### src/rtl/ett_pkg.sv
package ett_pkg;
   localparam int DATA_W = 32;

   typedef enum logic [1:0] {
      SEL_CTRL = 2'b00,
      SEL_STAT = 2'b01,
      SEL_PIT  = 2'b10,
      SEL_NONE = 2'b11
   } reg_sel_e;

   // control word bits 31:22
   typedef struct packed {
      logic [1:0] wd_per;
      logic [1:0] wd_rst;
      logic       wd_ie;
      logic       pit_ie;
      logic [1:0] fit_per;
      logic       fit_ie;
      logic       pit_ar;
   } ctrl_t;

   // status word bits 31:26
   typedef struct packed {
      logic       wd_next;
      logic       wd_int;
      logic [1:0] wd_rst;
      logic       pit_st;
      logic       fit_st;
   } stat_t;

   localparam int CTRL_LSB = DATA_W - $bits(ctrl_t);
   localparam int STAT_LSB = DATA_W - $bits(stat_t);
endpackage

### src/rtl/ett_period_tap.sv
module ett_period_tap #(
   parameter int TB_W = 29,
   parameter int BASE = 9,
   parameter int STEP = 4
) (
   input  logic [TB_W-1:0] tb,
   input  logic [1:0]      sel,
   input  logic            tick,
   output logic            hit
);
   localparam int TOP_EXP = BASE + 3 * STEP;
   localparam logic [TB_W-1:0] ONES = '1;

   if (BASE < 1 || STEP < 1 || TOP_EXP > TB_W) begin : g_bad_cfg
      $error("ett_period_tap: exponent range does not fit the tick counter");
   end

   logic [TB_W-1:0] masks [4];

   for (genvar g = 0; g < 4; g++) begin : g_mask
      assign masks[g] = ONES >> (TB_W - (BASE + g * STEP));
   end

   // fires on the tick that completes a full period
   assign hit = tick && ((tb & masks[sel]) == masks[sel]);
endmodule

### src/rtl/ett_pit.sv
module ett_pit #(
   parameter int PIT_W = 32
) (
   input  logic             clk,
   input  logic             rst_n,
   input  logic             tick,
   input  logic             ld,
   input  logic [PIT_W-1:0] ld_val,
   input  logic             auto_rl,
   output logic [PIT_W-1:0] cnt,
   output logic             expire
);
   logic [PIT_W-1:0] reload_q;

   assign expire = tick && (cnt == PIT_W'(1));

   always_ff @(posedge clk) begin
      if (!rst_n) begin
         cnt      <= '0;
         reload_q <= '0;
      end else if (ld) begin
         cnt      <= ld_val;
         reload_q <= ld_val;
      end else if (expire) begin
         cnt <= auto_rl ? reload_q : '0;
      end else if (tick && cnt != '0) begin
         cnt <= cnt - PIT_W'(1);
      end
   end

   assert_pit_load_R5: assert property (@(posedge clk) disable iff (!rst_n)
      ld |=> cnt == $past(ld_val));
   assert_pit_oneshot_R6: assert property (@(posedge clk) disable iff (!rst_n)
      (expire && !ld && !auto_rl) |=> cnt == '0);
   assert_pit_hold_R11: assert property (@(posedge clk) disable iff (!rst_n)
      (!tick && !ld) |=> $stable(cnt));
endmodule

### src/rtl/ett_wdog.sv
module ett_wdog (
   input  logic       clk,
   input  logic       rst_n,
   input  logic       hit,
   input  logic       st_next,
   input  logic       st_int,
   input  logic [1:0] rst_ctl,
   output logic       set_next,
   output logic       set_int,
   output logic       load_rst,
   output logic [1:0] rst_req
);
   logic halted_q;
   logic live;

   assign live     = hit && !halted_q;
   assign set_next = live && !st_next;
   assign set_int  = live && st_next && !st_int;
   assign load_rst = live && st_next && st_int;

   always_ff @(posedge clk) begin
      if (!rst_n) begin
         halted_q <= 1'b0;
         rst_req  <= 2'b00;
      end else if (load_rst && rst_ctl != 2'b00) begin
         halted_q <= 1'b1;
         rst_req  <= rst_ctl;
      end
   end

   assert_req_sticky_R9: assert property (@(posedge clk) disable iff (!rst_n)
      (rst_req != 2'b00) |=> $stable(rst_req));
   assert_one_stage_R8: assert property (@(posedge clk) disable iff (!rst_n)
      $countones({set_next, set_int, load_rst}) <= 1);
endmodule

### src/rtl/emb_tick_timers.sv
module emb_tick_timers
   import ett_pkg::*;
#(
   parameter int PIT_W     = 32,
   parameter int FIT_BASE  = 9,
   parameter int FIT_STEP  = 4,
   parameter int WD_BASE   = 17,
   parameter int WD_STEP   = 4
) (
   input  logic              clk,
   input  logic              rst_n,
   input  logic              tick,
   input  logic              wr_en,
   input  logic [1:0]        wr_sel,
   input  logic [31:0]       wr_data,
   input  logic [1:0]        rd_sel,
   output logic [31:0]       rd_data,
   output logic              irq_wdt,
   output logic              irq_pit,
   output logic              irq_fit,
   output logic [1:0]        rst_req
);
   localparam int FIT_TOP = FIT_BASE + 3 * FIT_STEP;
   localparam int WD_TOP  = WD_BASE + 3 * WD_STEP;
   localparam int TB_W    = (FIT_TOP > WD_TOP) ? FIT_TOP : WD_TOP;

   if (PIT_W < 2 || PIT_W > DATA_W) begin : g_bad_pit
      $error("emb_tick_timers: PIT_W out of range");
   end

   ctrl_t           ctrl_q;
   stat_t           stat_q, stat_d, clr_mask;
   logic [TB_W-1:0] tb_q;
   logic [PIT_W-1:0] pit_cnt;
   logic            wr_ctrl, wr_stat, wr_pit;
   logic            fit_hit, wd_hit, pit_exp;
   logic            wd_set_next, wd_set_int, wd_load_rst;

   assign wr_ctrl = wr_en && (reg_sel_e'(wr_sel) == SEL_CTRL);
   assign wr_stat = wr_en && (reg_sel_e'(wr_sel) == SEL_STAT);
   assign wr_pit  = wr_en && (reg_sel_e'(wr_sel) == SEL_PIT);

   always_ff @(posedge clk) begin
      if (!rst_n)    tb_q <= '0;
      else if (tick) tb_q <= tb_q + TB_W'(1);
   end

   ett_period_tap #(.TB_W(TB_W), .BASE(FIT_BASE), .STEP(FIT_STEP)) u_fit_tap (
      .tb(tb_q), .sel(ctrl_q.fit_per), .tick(tick), .hit(fit_hit));

   ett_period_tap #(.TB_W(TB_W), .BASE(WD_BASE), .STEP(WD_STEP)) u_wd_tap (
      .tb(tb_q), .sel(ctrl_q.wd_per), .tick(tick), .hit(wd_hit));

   ett_pit #(.PIT_W(PIT_W)) u_pit (
      .clk(clk), .rst_n(rst_n), .tick(tick), .ld(wr_pit),
      .ld_val(wr_data[PIT_W-1:0]), .auto_rl(ctrl_q.pit_ar),
      .cnt(pit_cnt), .expire(pit_exp));

   ett_wdog u_wdog (
      .clk(clk), .rst_n(rst_n), .hit(wd_hit),
      .st_next(stat_q.wd_next), .st_int(stat_q.wd_int), .rst_ctl(ctrl_q.wd_rst),
      .set_next(wd_set_next), .set_int(wd_set_int), .load_rst(wd_load_rst),
      .rst_req(rst_req));

   assign clr_mask = wr_stat ? stat_t'(wr_data[DATA_W-1:STAT_LSB]) : '0;

   always_comb begin
      stat_d = stat_q & ~clr_mask;
      if (fit_hit)     stat_d.fit_st  = 1'b1;
      if (pit_exp)     stat_d.pit_st  = 1'b1;
      if (wd_set_next) stat_d.wd_next = 1'b1;
      if (wd_set_int)  stat_d.wd_int  = 1'b1;
      if (wd_load_rst) stat_d.wd_rst  = ctrl_q.wd_rst;
   end

   always_ff @(posedge clk) begin
      if (!rst_n) begin
         ctrl_q <= '0;
         stat_q <= '0;
      end else begin
         stat_q <= stat_d;
         if (wr_ctrl) ctrl_q <= ctrl_t'(wr_data[DATA_W-1:CTRL_LSB]);
      end
   end

   always_comb begin
      unique case (reg_sel_e'(rd_sel))
         SEL_CTRL: rd_data = {ctrl_q, {CTRL_LSB{1'b0}}};
         SEL_STAT: rd_data = {stat_q, {STAT_LSB{1'b0}}};
         SEL_PIT:  rd_data = DATA_W'(pit_cnt);
         default:  rd_data = '0;
      endcase
   end

   assign irq_wdt = stat_q.wd_int && ctrl_q.wd_ie;
   assign irq_pit = stat_q.pit_st && ctrl_q.pit_ie;
   assign irq_fit = stat_q.fit_st && ctrl_q.fit_ie;

   assert_fit_flag_R4: assert property (@(posedge clk) disable iff (!rst_n)
      fit_hit |=> stat_q.fit_st);
   assert_req_matches_status_R9: assert property (@(posedge clk) disable iff (!rst_n)
      $rose(|rst_req) |-> stat_q.wd_rst == rst_req);
   assert_halt_quiet_R9: assert property (@(posedge clk) disable iff (!rst_n)
      ((rst_req != 2'b00) && !wr_stat) |=> $stable(stat_q.wd_rst));
   assert_pit_flag_R6: assert property (@(posedge clk) disable iff (!rst_n)
      pit_exp |=> stat_q.pit_st);
endmodule

### config.mk
export PLATFORM = sky130hd
export DESIGN_NAME = emb_tick_timers
export DESIGN_NICKNAME = d
export VERILOG_FILES = /design/src/rtl/ett_pkg.sv /design/src/rtl/ett_period_tap.sv /design/src/rtl/ett_pit.sv /design/src/rtl/ett_wdog.sv /design/src/rtl/emb_tick_timers.sv
export SDC_FILE = /design/constraint.sdc
export NUM_CORES = 1
export LEC_CHECK = 0
export ABC_AREA = 1
export BUFFER_PORTS_ARGS = -buffer_cell sky130_fd_sc_hd__buf_2
export CORE_MARGIN = 4
export CORE_UTILIZATION = 53
export DETAILED_ROUTE_END_ITERATION = 10
export GPL_TIMING_DRIVEN = 0
export PLACE_DENSITY = 0.76
export SLEW_MARGIN = 20
export SYNTH_ARGS = -nofsm -noshare
export SYNTH_HDL_FRONTEND = slang
export SYNTH_SLANG_ARGS = --single-unit
### constraint.sdc
create_clock -name clk -period 1.7 [get_ports clk]
set_clock_uncertainty 0.2 [all_clocks]
set_input_delay 0.17 -clock clk [delete_from_list [all_inputs] [get_ports clk]]
set_output_delay 0.17 -clock clk [all_outputs]
set_load 0.03 [all_outputs]
Word-level counts from Yosys, hierarchy flattened
Cells that the tools add are included.
{ "word_totals": {"regBits": 112, "inputBits": 40, "output_inout_bits": 37} }
{ "classes": {"addsub": 2, "order_cmp": 2, "n_eq_ne": 7, "muxes": 17, "n_bitwise": 6, "n_reduce_logical": 24} }
{ "op_table": {"columns": ["operator", "count"], "rows": [
  ["$mux W32", 4],
  ["$bmux W29 S2", 2],
  ["$mux W29", 4],
  ["$pmux W32 S3", 1],
  ["$and A29 B29 Y29", 2],
  ["$eq A29 B29 Y1", 2],
  ["$eq A32 B1 Y1 const B", 1],
  ["$reduce_bool A32 Y1", 1],
  ["$sub A32 B1 Y32 const B", 1],
  ["$add A29 B1 Y29 const B", 1],
  ["$logic_and A1 B1 Y1", 16],
  ["$and A6 B6 Y6", 1],
  ["$ge A3 B3 Y1 const B", 2],
  ["$mux W6", 1],
  ["$not A2 Y3", 2],
  ["$not A6 Y6", 1],
  ["$eq A2 B1 Y1 const B", 2],
  ["$eq A2 B2 Y1 const B", 2],
  ["$logic_not A2 Y1", 2],
  ["$mux W1", 4],
  ["$logic_not A1 Y1", 3],
  ["$reduce_bool A3 Y1", 1],
  ["$mux W2", 1],
  ["$reduce_bool A2 Y1", 1]
]} }

Longest topological paths before layout
{ "logic_depth": {"word_depth": 11, "ltp_mapped": 12} }

By module
A second synthesis with hierarchy kept.
{ "hier_totals": {"hier_cells": 1082, "hier_area_um2": 6680.2} }
{ "modules_own_cells": {"columns": ["mod", "n_inst", "cells_per_inst", "area_per_inst_um2"], "rows": [
  ["ett_pit", 1, 590, 3709.8],
  ["emb_tick_timers", 1, 417, 2596.2],
  ["ett_wdog", 1, 20, 155.1],
  ["ett_period_tap at u_wd_tap", 1, 30, 120.1],
  ["ett_period_tap at u_fit_tap", 1, 25, 98.8]
]} }

Worst setup path after synthesis
No wires, ideal clock.
{ "synth_timing": {"path_kind": "register -> register", "startpoint": "register u_pit.cnt[0]", "endpoint": "register u_pit.cnt[28]", "setup_time_ns": 0.115, "arrival_ns": 1.609, "required_time_ns": 1.385, "setup_slack_ns": -0.224, "path_stages_with_launch": 13, "period_less_slack_ns": 1.924, "path_cell_list": "dfxtp_1 -> inv_1 -> ha_1 -> nand2_2 -> nor2_4 -> nand2_4 -> nor2_4 -> nor2_4 -> nor2_4 -> buf_6 -> nand2_1 -> nand2_1 -> a21oi_2"} }
{ "synth_via": {"elab_chain_len": 4, "elab_cells_between_ends": 9} }
{ "synth_rtl": {"columns": ["item", "line_no", "source"], "rows": [
  ["start, declared", "ett_pit.sv:10", "output logic [PIT_W-1:0] cnt,"],
  ["start signal, assigned", "ett_pit.sv:22", "cnt <= ld_val;"],
  ["start signal, assigned", "ett_pit.sv:25", "cnt <= auto_rl ? reload_q : '0;"],
  ["start signal, assigned", "ett_pit.sv:27", "cnt <= cnt - PIT_W'(1);"],
  ["$sub A32 B1 Y32 / $eq A32 B1 Y1 (equally long branches)", "ett_pit.sv:27, ett_pit.sv:15", null],
  ["$mux W32 / $logic_and A1 B1 Y1 (equally long branches)", "ett_pit.sv:26, ett_pit.sv:15", null],
  ["$mux W32", "ett_pit.sv:24", "end else if (expire) begin"],
  ["$mux W32", "ett_pit.sv:21", "end else if (ld) begin"]
]} }
Parallel ways exist; a longest one is shown, timed or not. The select of a mux whose other input is x is not followed.
A chain may end at the register's enable or synchronous reset.

Worst setup path in the final report
{ "layout_timing": {"startpoint": "register u_pit.cnt[22]", "endpoint": "register u_pit.cnt[21]"} }
{ "layout_via": {"elab_chain_len": 4, "elab_cells_between_ends": 7} }
{ "layout_rtl": {"columns": ["item", "line_no", "source"], "rows": [
  ["$eq A32 B1 Y1", "ett_pit.sv:15", "assign expire = tick && (cnt == PIT_W'(1));"],
  ["$logic_and A1 B1 Y1", "ett_pit.sv:15", null],
  ["$mux W32", "ett_pit.sv:24", null],
  ["$mux W32", "ett_pit.sv:21", null]
]} }
Parallel ways exist; a longest one is shown, timed or not.

==> metrics.txt <==
Yosys top cell by area dfxtp_1; port buffer count 75; FF+latch count, synth 112; Routed WL about 24,000 microns; H-tree depth 3; fillcell total 891; worst slew pin tran roughly 900 ps; CP Class flip-flop to flip-flop; vias 7,735; sequential element share of the synthesized area 34.5%; grt total ovfl 0; Chip Height 119 microns; Mapped Area 6500 sq um; hold_sp wr_sel[0]; syn_nets between 1k and 1.5k; largest net degree at the start of global routing 22; antenna viol nets, final 0; Placeable Area 12,000 sq um; first-pass GRT wire length between 30,000 and 40,000 microns; min-delay worst type input port to flip-flop; CTS Buffer Depth 2; Clock power frac 31.9%; critical path startpoint category flip-flop; Max Fclk 490 MHz; switching share of power about 35%; Pwr per Cell Area 757 nW/um^2; Reg2Reg Launch Point u_pit.cnt[22]$_SDFFE_PN0P_; max_cap viols 0; Synth Area in Compound Gates 14.4%; Synth Area in XOR/XNOR 2.56%; nets about 1.2k; layout cells sized above 1 31.2%; GP Congestion 0.960; clock latency on the worst-skew pair ~380 ps; Post-Synth Simple-Gate Area 37.5%; yosys warns 0; Post-synth top cells nand2_1 (243), nor2_1 (175), inv_1 (131), dfxtp_1 (112), o21ai_0 (74); Reg area about 2300 sq um; Psw 2370 uW; Mean Syn Cell Area 6.36 sq um; dpl hpwl 14,800 microns; Place WS -629 ps; initial core utilization 54.2%; CTS root buf clkbuf_16; Finish-stage setup viols 44; I/O pin total 77; Pint ~4500 uW; drt via density 5.70; setup repair after global routing missed its margin yes; final hold viol count 0; clock sinks 112; VDD IR max 0.833 mV; Die Width between 100 and 150 microns; first drt pass iteration count 6; post-synthesis mux area share 0%; Post-Syn Instances 1,023; post-synthesis adder-cell area fraction 0.577%; crit path capture type flip-flop; Final Slew Violations 0; failing checks setup timing; footprint of the multi-input gates 4160 sq um; outcome complete, but fails checks; GRT Total Usage around a third; Reg power frac a little over two fifths; Area Growth Syn to Fin 39.3%; Core Rows 40; vias in the first global route ~7.3k; Post-synth EDFFs 0; top cells by area, synth dfxtp_1 (34%), nand2_1 (14%), nor2_1 (10%), inv_1 (7.6%), o21ai_0 (5.7%); clk slew on worst S/H paths about 80 ps; Worst slew margin about 41%; die area 14,100 sq um; final instance area approximately 9100 sq um; main combinational cell family by area after synthesis simple AND/OR/NAND/NOR gates; DRC 0; initial antenna violation count 0; diode count 0; drt initial violations about 900; placed inst area 7180 sq um; final setup margin -339 ps; Synth async-reset ratio 0%; Wirelength per Cell about 18 microns; P_leak 0.00417 uW; Num CTS Buffers 9; Period minus WS final 2040 ps; post-synthesis cell type count 40; Gate power share about a quarter; CP Launch Point u_pit.cnt[22]$_SDFFE_PN0P_; most frequent cell after synthesis nand2_1; CTS tree yes; critical path peak fanout 6; Main synth FF type dfxtp_1; total negative slack -9920 ps; Synth top area share 34.5%; worst path arrival time around 2200 ps; fin crit share 120%; CP required 1830 ps
-- final cells by class --
cell class	count	share of cell area (%)
Multi-Input combinational cell	744	45.9
Sequential cell	112	25.7
Timing Repair Buffer	171	14.9
Inverter	133	5.56
Buffer	33	2.65
Clock buffer	9	2.49
Tap cell	147	2.03
Clock inverter	7	0.801
-- per-stage QoR --
stage / total power (uW) / cells / util [%] / hold slack [ps]
floorplan: 3850 / 1023 / - / 105
global placement: 4180 / 1245 / 59.8 / 244
detailed placement: 4200 / 1245 / 59.8 / 250
CTS: 6720 / 1347 / 72.6 / 1.14
global route: 7150 / 1356 / 75.4 / 54.8
finish: 6860 / 1356 / 75.4 / 9.83
-- final timing paths --
| check | endpoint | slack (ps) | cells after the start |
|---|---|---|---|
| worst max-delay path | u_pit.cnt[21]$_SDFFE_PN0P_ | -340 | 14 |
| worst min-delay path | ctrl_q[5]$_SDFFE_PN0P_ | 10 | 4 |
| worst max register to register | u_pit.cnt[21]$_SDFFE_PN0P_ | -340 | 14 |
| worst min register to register | u_wdog.rst_req[1]$_SDFFE_PN0P_ | 260 | 2 |
-- kinds of logic after synthesis --
family | after synthesis
compound gates | 170
xor+xnor | 19
fa+ha+maj | 3
buf+inv | 167
flops | 112
simple gates | 552
-- power groups by stage --
| stage | registers, uW | logic (uW) | clock network [uW] |
|---|---|---|---|
| floorplan | 2880 | 971 | 0 |
| global placement | 2910 | 1270 | 0 |
| detailed placement | 2910 | 1290 | 0 |
| CTS | 2870 | 1660 | 2190 |
| global route | 2880 | 1940 | 2320 |
| finish | 2870 | 1800 | 2190 |
-- timing repair --
item | in CTS | in global routing
hold buffers | 30 | 0
cloned | 3 | 0
gates resized for setup | 151 | 97
setup buffers | 54 | 10
endpoints found under the setup margin | 69 | 93
pin swaps | 51 | 32
hold endpoints to repair | 59 | 0
-- per-layer routing --
| metal | up-vias | wire length (microns) | global-route usage (%) |
|---|---|---|---|
| met4 | 0 | 1340 | 16.9 |
| li1 | 3627 | - | - |
| met1 | 3554 | 9080 | 40.9 |
| met3 | 108 | 2240 | 6.79 |
| met5 | - | 0 | 0 |
| met2 | 446 | 11300 | 53.3 |
-- state kept, by name, summed over array words and instances, names as in the netlist --
signal	flops
ctrl_q	10
stat_q	6
tb_q	29
u_pit.cnt	32
u_pit.reload_q	32
u_wdog.halted_q	1
u_wdog.rst_req	2
-- worst max-delay path, stage by stage (launching register included) --
cell and delay [ps]:
dfxtp_2 350, nor2_4 130, nand2_2 90, nor2_4 150, nand2_4 100, buf_12 150, nor2_8 120, nor2_4 60
buf_6 160, buf_12 130, nand3_1 80, nand2_1 70, inv_1 90, nand2_1 60, inv_1 40
-- layout by cell type (no fill, tap or decap), drive strengths merged, types with 9 or more instances in the layout --
| master | netlist | routed |
|---|---|---|
| a21oi | 70 | 70 |
| buf | 13 | 151 |
| clkbuf | 21 | 32 |
| dfxtp | 112 | 112 |
| dlygate4sd3 | 0 | 30 |
| inv | 133 | 136 |
| nand2 | 250 | 250 |
| nand3 | 67 | 67 |
| nand3b | 9 | 9 |
| nand4 | 10 | 10 |
| nor2 | 199 | 199 |
| nor3 | 12 | 12 |
| o21ai | 80 | 80 |
| xor2 | 17 | 17 |
Power figures use the tool's default switching activity.
